### src/rtl/rb_pkg.sv
`timescale 1ns/1ps
package rb_pkg;

   localparam int DUMMY_BITS = 5;   // high bits ahead of the first start bit
   localparam int LEAD_HIGH  = 2;   // forced-high bits at the head of frame 0
   localparam int CHECK_BITS = 4;   // forced-high bits closing every frame
   localparam int TAIL_HIGH  = 7;   // forced-high bits closing the final frame
   localparam int PRELOAD    = 6;   // edges between frame read and its start bit
   localparam int CRC_W      = 11;

   typedef enum logic [2:0] {
      RB_IDLE,
      RB_DUMMY,
      RB_FSTART,
      RB_FDATA,
      RB_TSTART,
      RB_TCRC,
      RB_FINISH,
      RB_RECOVER
   } rb_state_e;

   function automatic logic [CRC_W-1:0] crc_step(input logic [CRC_W-1:0] cur,
                                                 input logic              din,
                                                 input logic [CRC_W-1:0] poly);
      logic fb;
      fb = din ^ cur[CRC_W-1];
      return {cur[CRC_W-2:0], 1'b0} ^ (fb ? poly : '0);
   endfunction

endpackage

### src/rtl/rb_trig_sense.sv
`timescale 1ns/1ps
module rb_trig_sense #(
   parameter int FRAMES   = 4,
   parameter int CAP_BITS = 2,
   parameter bit ABORT_EN = 1'b1,
   localparam int LIVE_W  = FRAMES * CAP_BITS
) (
   input  logic              clk_i,
   input  logic              rst_i,
   input  logic              trig_i,
   input  logic              accept_i,
   input  logic              cap_en_i,
   input  logic [LIVE_W-1:0] cap_live_i,
   output logic              rise_o,
   output logic              fall_o,
   output logic              cap_en_o,
   output logic [LIVE_W-1:0] cap_o
);

   logic trig_q;

   always_ff @(posedge clk_i) begin
      if (rst_i) begin
         trig_q   <= 1'b0;
         cap_en_o <= 1'b0;
         cap_o    <= '0;
      end else begin
         trig_q <= trig_i;
         if (accept_i) begin
            cap_en_o <= cap_en_i;
            cap_o    <= ~cap_live_i;
         end
      end
   end

   assign rise_o = trig_i & ~trig_q;

   generate
      if (ABORT_EN) begin : g_abort
         assign fall_o = ~trig_i & trig_q;
      end else begin : g_no_abort
         assign fall_o = 1'b0;
      end
   endgenerate


   accept_on_rise_chk: assert property (@(posedge clk_i) disable iff (rst_i)
      accept_i |-> rise_o);


   capture_latch_chk: assert property (@(posedge clk_i) disable iff (rst_i)
      accept_i |=> (cap_o == ~$past(cap_live_i)));

endmodule

### src/rtl/rb_frame_loader.sv
`timescale 1ns/1ps
module rb_frame_loader #(
   parameter int FRAME_BITS = 16
) (
   input  logic                  clk_i,
   input  logic                  rst_i,
   input  logic                  clr_i,
   input  logic                  rd_i,
   input  logic [FRAME_BITS-1:0] mem_data_i,
   input  logic                  load_i,
   input  logic                  shift_i,
   output logic                  raw_bit_o
);

   logic                  pend_q;
   logic                  vld_q;
   logic [FRAME_BITS-1:0] stage_q;
   logic [FRAME_BITS-1:0] shreg_q;

   always_ff @(posedge clk_i) begin
      if (rst_i || clr_i) begin
         pend_q  <= 1'b0;
         vld_q   <= 1'b0;
         stage_q <= '0;
         shreg_q <= '0;
      end else begin
         pend_q <= rd_i;
         if (pend_q) begin
            stage_q <= mem_data_i;
            vld_q   <= 1'b1;
         end else if (load_i) begin
            vld_q <= 1'b0;
         end
         if (load_i) begin
            shreg_q <= stage_q;
         end else if (shift_i) begin
            shreg_q <= {1'b0, shreg_q[FRAME_BITS-1:1]};
         end
      end
   end

   assign raw_bit_o = shreg_q[0];


   load_ready_chk: assert property (@(posedge clk_i) disable iff (rst_i)
      load_i |-> (vld_q && !pend_q));


   rd_spacing_chk: assert property (@(posedge clk_i) disable iff (rst_i)
      rd_i |-> (!vld_q && !pend_q));

endmodule

### src/rtl/rb_crc11.sv
`timescale 1ns/1ps
module rb_crc11
   import rb_pkg::*;
#(
   parameter logic [CRC_W-1:0] POLY = 11'h385
) (
   input  logic clk_i,
   input  logic rst_i,
   input  logic clr_i,
   input  logic upd_i,
   input  logic bit_i,
   input  logic shift_i,
   output logic msb_o
);

   logic [CRC_W-1:0] crc_q;

   always_ff @(posedge clk_i) begin
      if (rst_i || clr_i) begin
         crc_q <= '0;
      end else if (upd_i) begin
         crc_q <= crc_step(crc_q, bit_i, POLY);
      end else if (shift_i) begin
         crc_q <= {crc_q[CRC_W-2:0], 1'b0};
      end
   end

   assign msb_o = crc_q[CRC_W-1];


   crc_mode_excl_chk: assert property (@(posedge clk_i) disable iff (rst_i)
      !(upd_i && shift_i) && !(clr_i && (upd_i || shift_i)));


   crc_clear_chk: assert property (@(posedge clk_i) disable iff (rst_i)
      clr_i |=> (crc_q == '0));

endmodule

### src/rtl/cfg_readback_ser.sv
`timescale 1ns/1ps
module cfg_readback_ser
   import rb_pkg::*;
#(
   parameter int               FRAMES     = 4,
   parameter int               FRAME_BITS = 16,
   parameter int               CAP_BITS   = 2,
   parameter int               CAP_POS    = 4,
   parameter logic [CRC_W-1:0] POLY       = 11'h385,
   parameter bit               ABORT_EN   = 1'b1,
   localparam int              FIW        = (FRAMES > 1) ? $clog2(FRAMES) : 1,
   localparam int              LIVE_W     = FRAMES * CAP_BITS
) (
   input  logic                  clk_i,
   input  logic                  rst_i,
   input  logic                  trig_i,
   input  logic                  cap_en_i,
   input  logic [LIVE_W-1:0]     cap_live_i,
   output logic                  mem_rd_o,
   output logic [FIW-1:0]        mem_addr_o,
   input  logic [FRAME_BITS-1:0] mem_data_i,
   output logic                  sdata_o,
   output logic                  rip_o
);

   localparam int CNTW = $clog2(FRAME_BITS + FRAMES + 16);
   typedef logic [CNTW-1:0] cnt_t;
   typedef logic [FIW-1:0]  fidx_t;

   localparam cnt_t C_DUMMY_LAST  = cnt_t'(DUMMY_BITS - 1);
   localparam cnt_t C_FRAME_LAST  = cnt_t'(FRAME_BITS - 1);
   localparam cnt_t C_PRELOAD     = cnt_t'(FRAME_BITS - PRELOAD);
   localparam cnt_t C_CHECK_FIRST = cnt_t'(FRAME_BITS - CHECK_BITS);
   localparam cnt_t C_TAIL_FIRST  = cnt_t'(FRAME_BITS - TAIL_HIGH);
   localparam cnt_t C_LEAD        = cnt_t'(LEAD_HIGH);
   localparam cnt_t C_CAP_LO      = cnt_t'(CAP_POS);
   localparam cnt_t C_CAP_HI      = cnt_t'(CAP_POS + CAP_BITS);
   localparam cnt_t C_CRC_LAST    = cnt_t'(CRC_W - 1);
   localparam cnt_t C_REC_LAST    = cnt_t'(FRAMES - 1);
   localparam fidx_t F_LAST       = fidx_t'(FRAMES - 1);

   // elaboration-time parameter checks
   generate
      if (FRAMES < 1) begin : g_bad_frames
         $error("cfg_readback_ser: FRAMES must be at least 1");
      end
      if (CAP_BITS < 1) begin : g_bad_capbits
         $error("cfg_readback_ser: CAP_BITS must be at least 1");
      end
      if (CAP_POS < LEAD_HIGH) begin : g_bad_cappos
         $error("cfg_readback_ser: capture field overlaps the forced lead bits");
      end
      if (CAP_POS + CAP_BITS > FRAME_BITS - TAIL_HIGH) begin : g_bad_capend
         $error("cfg_readback_ser: capture field overlaps the forced tail bits");
      end
      if (FRAME_BITS < PRELOAD + 2) begin : g_bad_flen
         $error("cfg_readback_ser: FRAME_BITS too short for the preload window");
      end
   endgenerate

   rb_state_e st_q;
   cnt_t      bcnt_q;
   fidx_t     fidx_q;
   logic      sdata_q;

   logic              rise, fall;
   logic              accept, abort_now, in_stream;
   logic              cap_en_q;
   logic [LIVE_W-1:0] cap_q;
   logic              raw_bit, crc_msb;
   logic              rd_req, load, shift;
   logic              bit_val;
   logic [LIVE_W-1:0] cap_word;
   logic [31:0]       cap_off;

   assign in_stream = (st_q == RB_DUMMY) || (st_q == RB_FSTART) || (st_q == RB_FDATA) ||
                      (st_q == RB_TSTART) || (st_q == RB_TCRC);
   assign accept    = (st_q == RB_IDLE) && rise;
   assign abort_now = in_stream && fall;

   rb_trig_sense #(
      .FRAMES   (FRAMES),
      .CAP_BITS (CAP_BITS),
      .ABORT_EN (ABORT_EN)
   ) u_trig (
      .clk_i      (clk_i),
      .rst_i      (rst_i),
      .trig_i     (trig_i),
      .accept_i   (accept),
      .cap_en_i   (cap_en_i),
      .cap_live_i (cap_live_i),
      .rise_o     (rise),
      .fall_o     (fall),
      .cap_en_o   (cap_en_q),
      .cap_o      (cap_q)
   );

   assign rd_req = accept ||
                   ((st_q == RB_FDATA) && (bcnt_q == C_PRELOAD) && (fidx_q != F_LAST) && !abort_now);
   assign load   = (st_q == RB_FSTART) && !abort_now;
   assign shift  = (st_q == RB_FDATA) && !abort_now;

   assign mem_rd_o   = rd_req;
   assign mem_addr_o = accept ? '0 : fidx_q + fidx_t'(1);

   rb_frame_loader #(
      .FRAME_BITS (FRAME_BITS)
   ) u_loader (
      .clk_i      (clk_i),
      .rst_i      (rst_i),
      .clr_i      (abort_now),
      .rd_i       (rd_req),
      .mem_data_i (mem_data_i),
      .load_i     (load),
      .shift_i    (shift),
      .raw_bit_o  (raw_bit)
   );

   // data bit as sent: forced-high positions win over capture, capture over memory
   always_comb begin
      cap_off  = 32'(fidx_q) * 32'(CAP_BITS) + 32'(bcnt_q) - 32'(CAP_POS);
      cap_word = cap_q >> cap_off;
      bit_val  = raw_bit;
      if (cap_en_q && (bcnt_q >= C_CAP_LO) && (bcnt_q < C_CAP_HI)) begin
         bit_val = cap_word[0];
      end
      if ((fidx_q == '0) && (bcnt_q < C_LEAD)) begin
         bit_val = 1'b1;
      end
      if (bcnt_q >= C_CHECK_FIRST) begin
         bit_val = 1'b1;
      end
      if ((fidx_q == F_LAST) && (bcnt_q >= C_TAIL_FIRST)) begin
         bit_val = 1'b1;
      end
   end

   rb_crc11 #(
      .POLY (POLY)
   ) u_crc (
      .clk_i   (clk_i),
      .rst_i   (rst_i),
      .clr_i   (accept),
      .upd_i   (shift),
      .bit_i   (bit_val),
      .shift_i ((st_q == RB_TCRC) && !abort_now),
      .msb_o   (crc_msb)
   );

   always_ff @(posedge clk_i) begin
      if (rst_i) begin
         st_q    <= RB_IDLE;
         bcnt_q  <= '0;
         fidx_q  <= '0;
         sdata_q <= 1'b1;
      end else if (abort_now) begin
         st_q    <= RB_RECOVER;
         bcnt_q  <= '0;
         sdata_q <= 1'b1;
      end else begin
         unique case (st_q)
            RB_IDLE: begin
               sdata_q <= 1'b1;
               if (rise) begin
                  st_q   <= RB_DUMMY;
                  bcnt_q <= '0;
                  fidx_q <= '0;
               end
            end
            RB_DUMMY: begin
               sdata_q <= 1'b1;
               if (bcnt_q == C_DUMMY_LAST) begin
                  st_q <= RB_FSTART;
               end else begin
                  bcnt_q <= bcnt_q + cnt_t'(1);
               end
            end
            RB_FSTART: begin
               sdata_q <= 1'b0;
               st_q    <= RB_FDATA;
               bcnt_q  <= '0;
            end
            RB_FDATA: begin
               sdata_q <= bit_val;
               if (bcnt_q == C_FRAME_LAST) begin
                  bcnt_q <= '0;
                  if (fidx_q == F_LAST) begin
                     st_q <= RB_TSTART;
                  end else begin
                     st_q   <= RB_FSTART;
                     fidx_q <= fidx_q + fidx_t'(1);
                  end
               end else begin
                  bcnt_q <= bcnt_q + cnt_t'(1);
               end
            end
            RB_TSTART: begin
               sdata_q <= 1'b0;
               st_q    <= RB_TCRC;
               bcnt_q  <= '0;
            end
            RB_TCRC: begin
               sdata_q <= crc_msb;
               if (bcnt_q == C_CRC_LAST) begin
                  st_q <= RB_FINISH;
               end else begin
                  bcnt_q <= bcnt_q + cnt_t'(1);
               end
            end
            RB_FINISH: begin
               sdata_q <= 1'b1;
               st_q    <= RB_IDLE;
            end
            RB_RECOVER: begin
               sdata_q <= 1'b1;
               if (bcnt_q == C_REC_LAST) begin
                  st_q <= RB_IDLE;
               end else begin
                  bcnt_q <= bcnt_q + cnt_t'(1);
               end
            end
            default: begin
               st_q    <= RB_IDLE;
               sdata_q <= 1'b1;
            end
         endcase
      end
   end

   assign sdata_o = sdata_q;
   assign rip_o   = (st_q != RB_IDLE);


   rip_rise_high_chk: assert property (@(posedge clk_i) disable iff (rst_i)
      $rose(rip_o) |-> (sdata_o && $past(trig_i)));


   check_bits_high_chk: assert property (@(posedge clk_i) disable iff (rst_i)
      ((st_q == RB_FDATA) && (bcnt_q >= C_CHECK_FIRST)) |=> sdata_o);


   trailer_start_low_chk: assert property (@(posedge clk_i) disable iff (rst_i)
      ((st_q == RB_TSTART) && !abort_now) |=> !sdata_o);


   recover_idle_out_chk: assert property (@(posedge clk_i) disable iff (rst_i)
      (st_q == RB_RECOVER) |-> (sdata_o && rip_o && !mem_rd_o));


   rip_fall_high_chk: assert property (@(posedge clk_i) disable iff (rst_i)
      $fell(rip_o) |-> sdata_o);

endmodule

### config.mk
export PLATFORM = sky130hd
export DESIGN_NAME = cfg_readback_ser
export DESIGN_NICKNAME = d
export VERILOG_FILES = /design/src/rtl/rb_pkg.sv /design/src/rtl/rb_trig_sense.sv /design/src/rtl/rb_frame_loader.sv /design/src/rtl/rb_crc11.sv /design/src/rtl/cfg_readback_ser.sv
export SDC_FILE = /design/constraint.sdc
export NUM_CORES = 1
export LEC_CHECK = 0
export CAP_MARGIN = 20
export CORE_ASPECT_RATIO = 1.25
export CORE_UTILIZATION = 40
export CTS_CLUSTER_SIZE = 14
export DETAILED_ROUTE_END_ITERATION = 6
export GPL_ROUTABILITY_DRIVEN = 0
export SLEW_MARGIN = 30
export SYNTH_ARGS = -nofsm -noshare
export SYNTH_HDL_FRONTEND = slang
export SYNTH_SLANG_ARGS = --single-unit
### constraint.sdc
create_clock -name clk_i -period 4 [get_ports clk_i]
set_clock_uncertainty 0.1 [all_clocks]
set_input_delay 0.8 -clock clk_i [delete_from_list [all_inputs] [get_ports clk_i]]
set_output_delay 0.8 -clock clk_i [all_outputs]
set_load 0.05 [all_outputs]
==> report_table.html <==
<table>
<tr><th>Metric</th><th>Value</th></tr>
<tr><th colspan="2">Global route</th></tr>
<tr><td>First-pass GRT wire length</td><td>11650 um</td></tr>
<tr><td>GRT overflow</td><td>0</td></tr>
<tr><td>Total track usage</td><td>18.15%</td></tr>
<tr><td>Number of global-route vias before repair</td><td>2441</td></tr>
<tr><td>Maximum number of pins on one net before global-route repair</td><td>34</td></tr>
<tr><td>Number of antenna violations at the first check in global routing</td><td>0</td></tr>
<tr><th colspan="2">Setup path</th></tr>
<tr><td>Worst setup path category</td><td>flip-flop to flip-flop</td></tr>
<tr><td>Worst setup path start</td><td>bcnt_q[2]</td></tr>
<tr><td>FF-to-FF path depth</td><td>11</td></tr>
<tr><td>Endpoint type of the worst setup path</td><td>flip-flop</td></tr>
<tr><td>Worst reg-to-reg setup slack</td><td>0.67 ns</td></tr>
<tr><td>R2R Path End</td><td>u_crc.crc_q[7]</td></tr>
<tr><td>Worst Setup EP</td><td>u_crc.crc_q[7]</td></tr>
<tr><td>FF-to-FF Start</td><td>bcnt_q[2]</td></tr>
<tr><td>Maximum fanout along the worst path</td><td>11</td></tr>
<tr><td>Arrival @ worst endpoint</td><td>3.45 ns</td></tr>
<tr><td>Data required time of the worst path</td><td>4.12 ns</td></tr>
<tr><td>Startpoint class of the critical path</td><td>flip-flop</td></tr>
<tr><th colspan="2">Timing</th></tr>
<tr><td>Slew @ Worst Pin</td><td>0.9537 ns</td></tr>
<tr><td>Final Setup Violations</td><td>0</td></tr>
<tr><td>Total Negative Setup Slacks</td><td>0 ns</td></tr>
<tr><td>RSZ-0062 raised after global routing</td><td>no</td></tr>
<tr><td>Ratio of final minimum period to clock period</td><td>83.14%</td></tr>
<tr><td>Fin crit period</td><td>3.326 ns</td></tr>
<tr><td>Max Freq</td><td>300.7 MHz</td></tr>
<tr><td>Final-report hold violation count</td><td>0</td></tr>
<tr><td>Relative max-transition margin</td><td>36.34%</td></tr>
<tr><td>Final Max Tran Viols</td><td>0</td></tr>
<tr><th colspan="2">Floorplanning</th></tr>
<tr><td>Area of the die</td><td>8516 sq um</td></tr>
<tr><td>Count of pins on the block boundary</td><td>33</td></tr>
<tr><td>Chip height</td><td>102.9 um</td></tr>
<tr><td>Placement row count</td><td>36</td></tr>
<tr><td>Starting Density</td><td>41.59%</td></tr>
<tr><td>Core Region</td><td>7838 sq um</td></tr>
<tr><td>Die X-Extent</td><td>82.74 um</td></tr>
<tr><th colspan="2">Synthesis</th></tr>
<tr><td>Share of synthesized registers carrying an async set or reset</td><td>0%</td></tr>
<tr><td>Synth Area per Inst</td><td>9.054 sq um</td></tr>
<tr><td>Number of flops mapped to enable cells by yosys</td><td>0</td></tr>
<tr><td>Yosys warning count</td><td>0</td></tr>
<tr><td>Fraction of synthesized cell area taken by the top area cell type</td><td>40.54%</td></tr>
<tr><td>Cell accounting for the most synthesized area</td><td>sky130_fd_sc_hd__dfxtp_1</td></tr>
<tr><td>Part of the Yosys area used for sequential elements</td><td>40.54%</td></tr>
<tr><td>Predominant post-synthesis flop cell</td><td>sky130_fd_sc_hd__dfxtp_1</td></tr>
<tr><td>Leading cell types by total area after synthesis</td><td>sky130_fd_sc_hd__dfxtp_1, sky130_fd_sc_hd__mux2i_1, sky130_fd_sc_hd__nor2_1</td></tr>
<tr><td>Commonest cells post-synth</td><td>sky130_fd_sc_hd__dfxtp_1, sky130_fd_sc_hd__nor2_1, sky130_fd_sc_hd__mux2i_1, sky130_fd_sc_hd__a211oi_1, sky130_fd_sc_hd__inv_1</td></tr>
<tr><td>Post-synthesis instance total</td><td>360</td></tr>
<tr><td>Flop and latch count out of synthesis</td><td>66</td></tr>
<tr><td>Net Count, Synth</td><td>404</td></tr>
<tr><td>Number of unique standard cell types used by synthesis</td><td>50</td></tr>
<tr><td>Mapped Area</td><td>3259 sq um</td></tr>
<tr><th colspan="2">Route</th></tr>
<tr><td>Routed wire per std cell</td><td>14.14 um</td></tr>
<tr><td>DR pass1 iterations</td><td>4</td></tr>
<tr><td>Via density per instance</td><td>5.309</td></tr>
<tr><td>Post-route DRC violation count</td><td>0</td></tr>
<tr><td>Initial drt markers</td><td>97</td></tr>
<tr><td>Antenna viol nets, final</td><td>0</td></tr>
<tr><td>Overall via count from detail_route</td><td>2591</td></tr>
<tr><td>Final wirelength</td><td>6901 um</td></tr>
<tr><th colspan="2">Cells and area</th></tr>
<tr><td>Area occupied by multi-input gates</td><td>1789 sq um</td></tr>
<tr><td>Antenna diode instance count</td><td>0</td></tr>
<tr><td>Share of post-route cells with drive strength above 1</td><td>8.397%</td></tr>
<tr><td>Storage cell area</td><td>1321 sq um</td></tr>
<tr><td># nets final</td><td>432</td></tr>
<tr><td>Post-synthesis to final-layout area growth</td><td>19.73%</td></tr>
<tr><td>Layout filler cell count</td><td>775</td></tr>
<tr><th colspan="2">Clock tree</th></tr>
<tr><td>Number of buffers inserted to repair setup after CTS</td><td>0</td></tr>
<tr><td>Maximum clock insertion buffer count</td><td>2</td></tr>
<tr><td>Maximum level of the CTS H-tree</td><td>3</td></tr>
<tr><td>Latest clock arrival within the worst-skew pair</td><td>0.34 ns</td></tr>
<tr><td>CTS sink cnt</td><td>66</td></tr>
<tr><td>Number of buffers inserted during clock tree synthesis</td><td>9</td></tr>
<tr><td>Clock tree root buffer cell</td><td>sky130_fd_sc_hd__clkbuf_8</td></tr>
<tr><td>Post-CTS sizing</td><td>0</td></tr>
<tr><td>CTS tree</td><td>done</td></tr>
<tr><td>Reg clk slew, reported paths</td><td>0.08 ns</td></tr>
<tr><td>Number of hold-repair buffers added at the cts stage</td><td>0</td></tr>
<tr><th colspan="2">Worst hold path</th></tr>
<tr><td>Path class of the lowest-slack min-delay path</td><td>flip-flop to flip-flop</td></tr>
<tr><th colspan="2">Placed design</th></tr>
<tr><td>Port-buffer cells</td><td>32</td></tr>
<tr><td>Half-perimeter wire length after detailed placement</td><td>4837 um</td></tr>
<tr><th colspan="2">Pwr</th></tr>
<tr><td>Switching fraction of total power</td><td>33.08%</td></tr>
<tr><td>P_leak</td><td>1.426 nW</td></tr>
<tr><td>Clock share of power</td><td>31.9%</td></tr>
<tr><td>Maximum resistive drop on vdd</td><td>0.2691 mV</td></tr>
<tr><td>Power spent charging and discharging nets</td><td>0.7134 mW</td></tr>
<tr><td>Proportion of power drawn by flip-flops and latches</td><td>38.9%</td></tr>
<tr><td>Overall power consumption</td><td>2.157 mW</td></tr>
<tr><td>Comb power frac</td><td>29.2%</td></tr>
<tr><td>Power density over the cells</td><td>552.6 nW/um^2</td></tr>
<tr><td>Internal power contribution</td><td>1.443 mW</td></tr>
<tr><th colspan="2">Status</th></tr>
<tr><td>Status</td><td>completed</td></tr>
<tr><th colspan="2">Job</th></tr>
<tr><td>Number of max-cap violations</td><td>0</td></tr>
</table>
-- state kept, by name, indices dropped and copies added (netlist names) --
name / cells
bcnt_q: 6
fidx_q: 2
sdata_o: 1
st_q: 3
u_crc.crc_q: 11
u_loader.pend_q: 1
u_loader.shreg_q: 16
u_loader.stage_q: 16
u_trig.cap_en_o: 1
u_trig.cap_o: 8
u_trig.trig_q: 1
-- power groups by stage --
stage               Sequential (mW)  Combinational (mW)  Clock [mW]
CTS                           0.840               0.633       0.704
floorplan                     0.829               0.482           0
finish                        0.840               0.629       0.688
detailed placement            0.854               0.628           0
global placement              0.854               0.626           0
global route                  0.855               0.698       0.727
-- layer usage --
layer	global-route usage, %	vias to the layer above	part of all wire [%]
met5	0	-	0
met4	7.427	0	1.3
met3	4.159	8	2.5
met2	30.08	34	50
met1	22.43	1218	47
li1	-	1331	-
-- critical path, cell delays in order (launching register included) --
cell and delay, ns:
sky130_fd_sc_hd__dfxtp_1 0.51, sky130_fd_sc_hd__inv_1 0.17, sky130_fd_sc_hd__ha_1 0.31, sky130_fd_sc_hd__inv_1 0.04, sky130_fd_sc_hd__ha_1 0.21, sky130_fd_sc_hd__fa_1 0.43, sky130_fd_sc_hd__a21o_1 0.17, sky130_fd_sc_hd__a211oi_1 0.21
sky130_fd_sc_hd__nand4_1 0.17, sky130_fd_sc_hd__o31ai_1 0.56, sky130_fd_sc_hd__or2_4 0.25, sky130_fd_sc_hd__a211oi_1 0.07
-- layout by cell type, fill, tap and decap left out, drive strengths merged, types with 6 or more instances in the layout --
master	Yosys	final
a211oi	28	28
nor2	66	66
nand2	14	14
a21oi	11	11
inv	16	16
clkbuf	15	10
ha	15	15
o21ai	14	14
mux2i	41	41
dfxtp	66	66
buf	6	9
clkdlybuf4s50	0	29
nand2b	6	6
-- through the flow --
| stage | hold slack, ns | std cells | util (%) | instance area [sq um] | setup WS [ns] |
|---|---|---|---|---|---|
| floorplan | 0.3297 | 360 | - | 3259 | 1.060 |
| global placement | 0.3607 | 472 | 46.70 | 3660 | 0.7606 |
| global route | 0.4118 | 488 | 49.79 | 3902 | 0.3406 |
| CTS | 0.3723 | 488 | 49.79 | 3902 | 0.6850 |
| detailed placement | 0.3566 | 472 | 46.70 | 3660 | 0.7169 |
| finish | 0.3673 | 488 | 49.79 | 3902 | 0.6745 |
-- worst min path at each step --
stage,from,slack (ns),depth (start not counted),to
floorplan,u_crc.crc_q[7],0.33,1,u_crc.crc_q[8]
global placement,u_crc.crc_q[1],0.36,1,u_crc.crc_q[2]
detailed placement,u_crc.crc_q[8],0.36,1,u_crc.crc_q[9]
CTS,u_crc.crc_q[7],0.37,1,u_crc.crc_q[8]
global route,u_loader.stage_q[15],0.41,2,u_loader.shreg_q[15]
finish,u_crc.crc_q[1],0.37,1,u_crc.crc_q[2]
-- final cells by class --
type | count | share of cell area, %
multi-input combinational | 257 | 45.85
sequential | 66 | 33.86
timing repair buffer | 38 | 9.490
clock buffer | 10 | 3.270
tap | 95 | 3.046
clock inverter | 6 | 2.950
inverter | 16 | 1.539
-- cells by family (layout without fill, tap and decap cells) --
| logic type | count (synthesis) | after routing | share of synthesized area, % |
|---|---|---|---|
| AO/OA/AOI/OAI | 74 | 74 | 15.85 |
| XOR/XNOR | 5 | 5 | 1.344 |
| adder cells (fa/ha/maj) | 16 | 16 | 6.372 |
| buffers and inverters | 37 | 70 | 4.645 |
| flip-flops | 66 | 66 | 40.54 |
| multiplexers | 42 | 42 | 13.40 |
| AND/OR/NAND/NOR | 120 | 120 | 17.85 |
Note: power is estimated with default switching activity, not from simulation.
